<file path="config.mk">
export PLATFORM = sky130hd
export DESIGN_NAME = nand_cycle_seq
export DESIGN_NICKNAME = d
export VERILOG_FILES = /design/src/rtl/nand_seq_pkg.sv /design/src/rtl/nand_tim_sel.sv /design/src/rtl/nand_phase_timer.sv /design/src/rtl/nand_cycle_seq.sv
export SDC_FILE = /design/constraint.sdc
export NUM_CORES = 1
export LEC_CHECK = 0
export BUFFER_PORTS_ARGS = -buffer_cell sky130_fd_sc_hd__buf_2
export CAP_MARGIN = 30
export CORE_AREA = 2 2 68 83
export CTS_BUF_LIST = sky130_fd_sc_hd__clkbuf_2 sky130_fd_sc_hd__clkbuf_4 sky130_fd_sc_hd__clkbuf_8
export DETAILED_ROUTE_END_ITERATION = 10
export DIE_AREA = 0 0 70 85
export PLACE_DENSITY = 0.85
export SKIP_LAST_GASP = 1
export SYNTH_ARGS = -nofsm -noshare
export SYNTH_HDL_FRONTEND = slang
export SYNTH_SLANG_ARGS = --single-unit
</file>
<file path="constraint.sdc">
create_clock -name clk -period 3.71 [get_ports clk]
set_input_delay 0.5565 -clock clk [delete_from_list [all_inputs] [get_ports clk]]
set_output_delay 0.5565 -clock clk [all_outputs]
set_load 0.02 [all_outputs]
</file>
<file path="src/rtl/nand_seq_pkg.sv">
package nand_seq_pkg;

    localparam int FIELD_W  = 4;
    localparam int HALF_W   = 4 * FIELD_W;
    localparam int TIMING_W = 2 * HALF_W;
    localparam int CNT_W    = FIELD_W + 1;

    typedef enum logic [1:0] {
        KIND_DATA = 2'd0,
        KIND_CMD  = 2'd1,
        KIND_ADDR = 2'd2,
        KIND_RSVD = 2'd3
    } nand_kind_e;

    typedef enum logic [2:0] {
        ST_IDLE,
        ST_SETUP,
        ST_STROBE,
        ST_HOLD,
        ST_WAIT,
        ST_POLL
    } seq_state_e;

    typedef struct packed {
        logic [FIELD_W-1:0] setup;
        logic [FIELD_W-1:0] hold;
        logic [FIELD_W-1:0] width;
        logic [FIELD_W-1:0] rwait;
    } phase_tim_t;

    // Ready wait of 2*n clocks expressed as a down-counter load value.
    function automatic logic [CNT_W-1:0] wait_load(input logic [FIELD_W-1:0] n);
        return {n, 1'b0} - CNT_W'(1);
    endfunction

endpackage

</file>
<file path="src/rtl/nand_tim_sel.sv">
module nand_tim_sel
    import nand_seq_pkg::*;
(
    input  logic [TIMING_W-1:0] timing,
    input  logic                rd,
    output phase_tim_t          tim
);
    phase_tim_t half [2];

    for (genvar h = 0; h < 2; h++) begin : g_half
        localparam int B = h * HALF_W;
        assign half[h] = {timing[B             +: FIELD_W],
                          timing[B + FIELD_W   +: FIELD_W],
                          timing[B + 2*FIELD_W +: FIELD_W],
                          timing[B + 3*FIELD_W +: FIELD_W]};
    end

    assign tim = rd ? half[0] : half[1];

endmodule

</file>
<file path="src/rtl/nand_phase_timer.sv">
module nand_phase_timer
    import nand_seq_pkg::*;
(
    input  logic             clk,
    input  logic             rst,
    input  logic             clr,
    input  logic             load,
    input  logic [CNT_W-1:0] val,
    output logic             zero
);
    logic [CNT_W-1:0] cnt;

    always_ff @(posedge clk) begin
        if (rst || clr)       cnt <= '0;
        else if (load)        cnt <= val;
        else if (cnt != '0)   cnt <= cnt - CNT_W'(1);
    end

    assign zero = (cnt == '0);


    timer_rest_chk: assert property (@(posedge clk) disable iff (rst)
        (zero && !load && !clr) |=> zero);

endmodule

</file>
<file path="src/rtl/nand_cycle_seq.sv">
module nand_cycle_seq
    import nand_seq_pkg::*;
#(
    parameter int DATA_W      = 8,
    parameter int SYNC_STAGES = 2
)(
    input  logic                clk,
    input  logic                rst,
    input  logic                soft_rst,
    input  logic                cfg_wr,
    input  logic [TIMING_W-1:0] cfg_timing,
    input  logic                cfg_ce_force,
    input  logic                req_valid,
    input  logic [1:0]          req_kind,
    input  logic                req_rd,
    input  logic [DATA_W-1:0]   req_data,
    output logic                req_ready,
    output logic                done,
    output logic [DATA_W-1:0]   rd_data,
    output logic                ready_stat,
    output logic                nand_ce_n,
    output logic                nand_cle,
    output logic                nand_ale,
    output logic                nand_we_n,
    output logic                nand_re_n,
    output logic [DATA_W-1:0]   nand_dq_o,
    output logic                nand_dq_oe,
    input  logic [DATA_W-1:0]   nand_dq_i,
    input  logic                nand_rdy
);
    seq_state_e          state;
    logic [TIMING_W-1:0] timing_q;
    logic                force_q;
    nand_kind_e          kind_q;
    logic                rd_q;
    logic [DATA_W-1:0]   wdata_q;
    phase_tim_t          tim;
    logic                tmr_load;
    logic [CNT_W-1:0]    tmr_val;
    logic                tmr_zero;
    logic [SYNC_STAGES-1:0] rdy_sync;
    logic                rdy_s;
    logic                in_xfer;

    // Ready/busy synchronizer
    always_ff @(posedge clk) begin
        if (rst) rdy_sync <= '0;
        else     rdy_sync <= {rdy_sync[SYNC_STAGES-2:0], nand_rdy};
    end
    assign rdy_s      = rdy_sync[SYNC_STAGES-1];
    assign ready_stat = rdy_s;

    nand_tim_sel i_tim_sel (
        .timing (timing_q),
        .rd     ((state == ST_IDLE) ? req_rd : rd_q),
        .tim    (tim)
    );

    always_comb begin
        tmr_load = 1'b0;
        tmr_val  = '0;
        unique case (state)
            ST_IDLE:   if (req_valid) begin
                           tmr_load = 1'b1; tmr_val = CNT_W'(tim.setup);
                       end
            ST_SETUP:  if (tmr_zero) begin
                           tmr_load = 1'b1; tmr_val = CNT_W'(tim.width);
                       end
            ST_STROBE: if (tmr_zero) begin
                           tmr_load = 1'b1; tmr_val = CNT_W'(tim.hold);
                       end
            ST_HOLD:   if (tmr_zero && tim.rwait != '0) begin
                           tmr_load = 1'b1; tmr_val = wait_load(tim.rwait);
                       end
            default:   ;
        endcase
    end

    nand_phase_timer i_timer (
        .clk  (clk),
        .rst  (rst),
        .clr  (soft_rst),
        .load (tmr_load),
        .val  (tmr_val),
        .zero (tmr_zero)
    );

    always_ff @(posedge clk) begin
        if (rst || soft_rst) begin
            state    <= ST_IDLE;
            timing_q <= '0;
            force_q  <= 1'b0;
            kind_q   <= KIND_DATA;
            rd_q     <= 1'b0;
            wdata_q  <= '0;
            rd_data  <= '0;
            done     <= 1'b0;
        end else begin
            done <= 1'b0;
            if (cfg_wr) begin
                timing_q <= cfg_timing;
                force_q  <= cfg_ce_force;
            end
            unique case (state)
                ST_IDLE: if (req_valid) begin
                    kind_q  <= nand_kind_e'(req_kind);
                    rd_q    <= req_rd;
                    wdata_q <= req_data;
                    state   <= ST_SETUP;
                end
                ST_SETUP: if (tmr_zero) state <= ST_STROBE;
                ST_STROBE: if (tmr_zero) begin
                    if (rd_q) rd_data <= nand_dq_i;
                    state <= ST_HOLD;
                end
                ST_HOLD: if (tmr_zero) begin
                    if (tim.rwait != '0) state <= ST_WAIT;
                    else begin state <= ST_IDLE; done <= 1'b1; end
                end
                ST_WAIT: if (tmr_zero) begin
                    if (rdy_s) begin state <= ST_IDLE; done <= 1'b1; end
                    else       state <= ST_POLL;
                end
                ST_POLL: if (rdy_s) begin state <= ST_IDLE; done <= 1'b1; end
                default: state <= ST_IDLE;
            endcase
        end
    end

    assign in_xfer    = (state == ST_SETUP) || (state == ST_STROBE) || (state == ST_HOLD);
    assign req_ready  = (state == ST_IDLE);
    assign nand_ce_n  = !(force_q || state != ST_IDLE);
    assign nand_cle   = in_xfer && (kind_q == KIND_CMD);
    assign nand_ale   = in_xfer && (kind_q == KIND_ADDR);
    assign nand_we_n  = !((state == ST_STROBE) && !rd_q);
    assign nand_re_n  = !((state == ST_STROBE) && rd_q);
    assign nand_dq_oe = in_xfer && !rd_q;
    assign nand_dq_o  = wdata_q;


    done_pulse_chk: assert property (@(posedge clk) disable iff (rst)
        done |=> !done);

    latch_excl_chk: assert property (@(posedge clk) disable iff (rst)
        $onehot0({nand_cle, nand_ale}));

    oe_no_read_chk: assert property (@(posedge clk) disable iff (rst)
        nand_dq_oe |-> nand_re_n);

    strobe_excl_chk: assert property (@(posedge clk) disable iff (rst)
        nand_we_n || nand_re_n);

    strobe_ce_chk: assert property (@(posedge clk) disable iff (rst)
        (!nand_we_n || !nand_re_n) |-> !nand_ce_n);

    soft_idle_chk: assert property (@(posedge clk) disable iff (rst)
        soft_rst |=> (req_ready && !done && nand_we_n && nand_re_n && !nand_dq_oe));

endmodule

</file>
== Word-level counts from Yosys, hierarchy flattened ==
Index checks and enable logic that the tools add are counted.
Widths: inputs -> output; s select.
Operators by class
  reductions and logical operators: 24
  add/subtract/negate cells: 2
  muxes and demuxes: 27
  equal/unequal tests: 13
Operator list (count)
  $mux 3: 8
  $pmux 5 s4: 1
  $pmux 3 s6: 1
  $mux 16: 1
  $mux 5: 3
  $mux 4: 3
  $ne 2x2->1 const B: 6
  $sub 5x1->5 const B: 2
  $mux 1: 8
  $eq 3x2->1 const B: 2
  $eq 3x3->1 const B: 2
  $logic_and 1x1->1: 6
  $pmux 1 s3: 2
  $reduce_and 6->1: 1
  $logic_not 5->1: 1
  $reduce_bool 5->1: 1
  $logic_not 1->1: 4
  $logic_or 1x1->1: 4
  $reduce_bool 4->1: 1
  $eq 3x1->1 const B: 1
  $logic_not 3->1: 1
  $reduce_and 3->1: 1
  $reduce_bool 3->1: 1
  $eq 2x1->1 const B: 1
  4 further kinds: 4
Word-level totals
  bits of input ports: 58
  output and inout bits: 25
  logic and storage cells: 76
  bits in registers: 63

== Logic depth before layout (Yosys ltp) ==
  depth in word-level cells: 8
  gate-level depth with buffers: 9

== Cells and area by module ==
Synthesis repeated with hierarchy kept, for this count alone.
Second synthesis, totals
  cell total of the unflattened synthesis: 319
  area, all modules: 3040.4 µm²
By module, submodules not included
  nand_cycle_seq: area an instance 2467.4 µm², cells an instance 267, seq. area each 1161.1 µm², instances 1
  nand_phase_timer: area an instance 324.1 µm², cells an instance 34, seq. area each 100.1 µm², instances 1
  nand_tim_sel: area an instance 249.0 µm², cells an instance 18, seq. area each 0.0 µm², instances 1

== Worst setup path after synthesis ==
Ideal clock, no wire load.
  path type: reg-to-reg
  start point: register i_timer.cnt[0]
  end point: register i_timer.cnt[3]
  setup slack: 1.461 ns
  arrival: 2.175 ns
  period minus slack after synthesis: 2.249 ns
  required time: 3.636 ns
  cell stages (with the launch flop): 10
  buffers on the path: 2
  cells stage by stage: dfxtp_1 inv_1 ha_1 or4b_1 buf_2 or3_1 buf_2 a211o_1 a31o_1 a31oi_1
On the way
  word-level cells in the longest chain between the ends: 5
  elaborated cells on any way between the ends: 14
  those cells by class: 1 x add/sub; 9 x mux; 4 x reduce/logical
Ends and longest elaborated chain
  start: declaration: RTL line nand_phase_timer.sv:11  | logic [CNT_W-1:0] cnt;
  start signal: assignment: RTL line nand_phase_timer.sv:15  | else if (load) cnt <= val;
  start signal: assignment: RTL line nand_phase_timer.sv:16  | else if (cnt != '0) cnt <= cnt - CNT_W'(1);
  branches (longest 5 deep; another with $sub 5x1->5)
Parallel ways; which one is timed is not known. The select of a mux whose other input is x is not followed.
A chain may end at the register's enable or synchronous reset.

== Worst setup path after layout ==
  start point: register state[1]
  end point: output nand_re_n
On the way
  word-level cells in the longest chain between the ends: 3
Ends and longest elaborated chain
  start: declaration: RTL line nand_cycle_seq.sv:31  | seq_state_e state;
  start signal: assignment: RTL line nand_cycle_seq.sv:90  | state <= ST_IDLE;
  start signal: assignment: RTL line nand_cycle_seq.sv:109  | state <= ST_SETUP;
  start signal: assignment: RTL line nand_cycle_seq.sv:111  | ST_SETUP: if (tmr_zero) state <= ST_STROBE;
  $eq 3x2->1: RTL line nand_cycle_seq.sv:136  | assign nand_re_n = !((state == ST_STROBE) && rd_q);
  $logic_and 1x1->1: RTL line nand_cycle_seq.sv:136
  $logic_not 1->1: RTL line nand_cycle_seq.sv:136
  end: declaration: RTL line nand_cycle_seq.sv:25  | output logic nand_re_n,
No other way between the ends.

==> impl_metrics.ini <==
[timing]
max_freq_ghz = 0.370
finalCritPeriodShare_pct = 72.9
rsz0062_at_grt = false
setup_violations = 0
hold_slack_ps = 389
period_needed_ps = 2700
maxSlewHeadroom_pct = 38.2
worst_pin_slew_ps = 928
fin_skew_ps = 9.87
layout_setup_ws_ps = 1010
setup_tns_ps = 0
slew_violations = 0
final_hold_viol_count = 0

[critical_path]
critPathKind = flip-flop to output pin
reg2reg_to = rd_data[5]$_SDFFE_PP0P_
end_kind = output pin
worst-path-max-fanout = 21
critPathArrivalTime_ps = 2150
r2r_slack_ps = 1230
reg2reg_from = state[1]$_SDFFE_PP0P_
cp.required_ps = 3150
ff2ff_path_depth = 5
worst_setup_path_start_kind = flip-flop

[detailed_routing]
detail_route.drc_violations = 0
routed_wl_um = 6890
via_per_inst = 5.80
first_iter_violations = 198
dr.pass1.iters = 5
vias = 2721
wire_per_inst_um = 14.7
antenna_left = 0

[status]
status = completed

[pwr]
p_per_area_nw_per_um2 = 459
p_leak_nw = 1.56
vdd_drop_max_v = 0.000290

[clocking]
clockRootBuffer = clkbuf_8
cts_tree = built
holdBufCountCts = 0
cts_buffers = 9
clock-sinks = 63
clk_latency_ps = 340
cts_buffer_depth = 2
post_cts_buffers = 0
clkTransAtPathRegs_ps = 60
cts_resized = 0
h-tree-depth = 3

[yosys]
synth-warning-count = 0
ys_types = 43
syn-num-nets = 393
post-synth-top-area-fraction_pct = 43.7
synth_edf_count = 0
synth.area.top_cells = dfxtp_1, mux2i_1, nor2_1
ys_ff_latch = 63
yosys.area.top_type = dfxtp_1
async_flop_share_pct = 0
syn_area_um2 = 2880
yosysSeqAreaShare_pct = 43.7
synthFlopType = dfxtp_1
syn_avg_cell_area_um2 = 8.66
postSynthCellCount = 333

[finish]
area_growth_pct = 21.2
drive_gt1_share_pct = 24.6
final_core_util_pct = 67.8
fill_cells = 446
antenna_cells = 0
num-nets-final = 465

[global_routing]
grt_antenna_before_repair = 0
grt_util_all_layers_pct = 24.3
grt_pass1_wl_um = 11600
gr-total-overflow = 0
grt_pass1_vias = 2650
grt_max_degree = 51

[min_path]
hp-class = input port to flip-flop
min_to = rdy_sync[0]$_SDFF_PP0_
hold_start = rst
holdPathStages = 2

[place]
hpwlAfterDp_um = 5080
place_congestion = 0.874
port_buffers = 82
dp_slack_ps = 1290

[die]
chipHeight_um = 85
die_w_um = 70
rows = 29
coreArea_um2 = 5150
io_pins = 83
start_util_pct = 56.0
die-area_um2 = 5950

[run]
maxCapViolCount = 0
## how the worst max path moves through the flow
| stage | start | to | cells past startpoint |
|---|---|---|---|
| floorplan | i_timer.cnt[0]$_SDFFE_PP0P_ | i_timer.cnt[3]$_SDFFE_PP0P_ | 9 |
| global placement | i_timer.cnt[0]$_SDFFE_PP0P_ | rd_data[1]$_SDFFE_PP0P_ | 7 |
| detailed placement | state[1]$_SDFFE_PP0P_ | rd_data[5]$_SDFFE_PP0P_ | 5 |
| CTS | state[1]$_SDFFE_PP0P_ | nand_re_n | 4 |
| global route | state[1]$_SDFFE_PP0P_ | nand_re_n | 4 |
| finish | state[1]$_SDFFE_PP0P_ | nand_re_n | 4 |
## flip-flops by register name (all words and copies together) (netlist names)
register / cells
force_q: 1
i_timer.cnt: 5
rd_data: 8
rdy_sync: 2
nand_dq_o: 8
state: 3
rd_q: 1
kind_q: 2
done: 1
timing_q: 32
## layout make-up
| class | count | area, µm² | share of cell area [%] |
|---|---|---|---|
| inverters | 5 | 18.8 | 0.537 |
| clock inverters | 2 | 35.0 | 1.00 |
| clock buffers | 11 | 139 | 3.97 |
| flip-flops and latches | 63 | 1260 | 36.1 |
| well taps | 62 | 77.6 | 2.22 |
| repair buffers | 85 | 445 | 12.7 |
| multi-input cells | 241 | 1520 | 43.4 |
## kinds of logic after synthesis
kind of cell / synth area share [%]
buf+inv: 3.86
fa+ha+maj: 0.868
compound gates: 13.5
flops: 43.7
simple gates: 20.6
mux: 15.3
xor+xnor: 2.13
## synth_stat cells (all sizes together) (5+ instances only)
library cell  count
a31oi             5
nand3             5
a21oi            20
nand2            39
inv               5
mux2i            44
nor4b             5
nor2             52
nor3              9
clkbuf           22
dfxtp            63
o2111ai           5
## per-layer routing
metal / GRT usage [%] / share of wire (%) / vias up / routed length [µm]
li1: - / - / 1323 / -
met1: 27.6 / 41 / 1260 / 2820
met2: 42.0 / 50 / 114 / 3420
met3: 6.18 / 6.5 / 24 / 446
met4: 12.4 / 3.0 / 0 / 209
met5: 0 / 0 / - / 0
## cell usage in the layout (no fill, tap or decap), types with 3 or more instances in the layout
cell,n
nor3_1,9
o21ai_0,3
xor2_1,3
nor2_1,52
nand2_1,39
a22oi_1,4
nand3_1,5
o211ai_1,4
xnor2_1,4
clkbuf_8,9
nor4b_1,4
dfxtp_1,63
a21oi_1,20
nand2b_1,3
a31oi_1,5
nor4_1,4
mux2i_1,44
o2111ai_1,5
buf_2,82
inv_1,5
nor2b_1,4
## worst max-delay path, cell delays in order (launching register included)
cell and delay (ps):
dfxtp_1 770, inv_1 290, nor3_1 440, nand2_1 110, buf_2 180
## per-stage QoR
| step | std cells | power, mW | cell area (µm²) |
|---|---|---|---|
| finish | 469 | 1.61 | 3490 |
| global placement | 455 | 1.05 | 3300 |
| detailed placement | 456 | 1.07 | 3320 |
| global route | 469 | 1.67 | 3490 |
| floorplan | 333 | 0.968 | 2880 |
| CTS | 469 | 1.61 | 3490 |
## power by group
group | switching, mW | total (mW) | internal, mW | leakage [nW]
clock network | 0.237 | 0.550 | 0.313 | 0.0920
registers | 0.0367 | 0.740 | 0.704 | 0.512
logic | 0.185 | 0.315 | 0.130 | 0.959
total | 0.458 | 1.61 | 1.15 | 1.56
(Power assumes the default switching activity.)
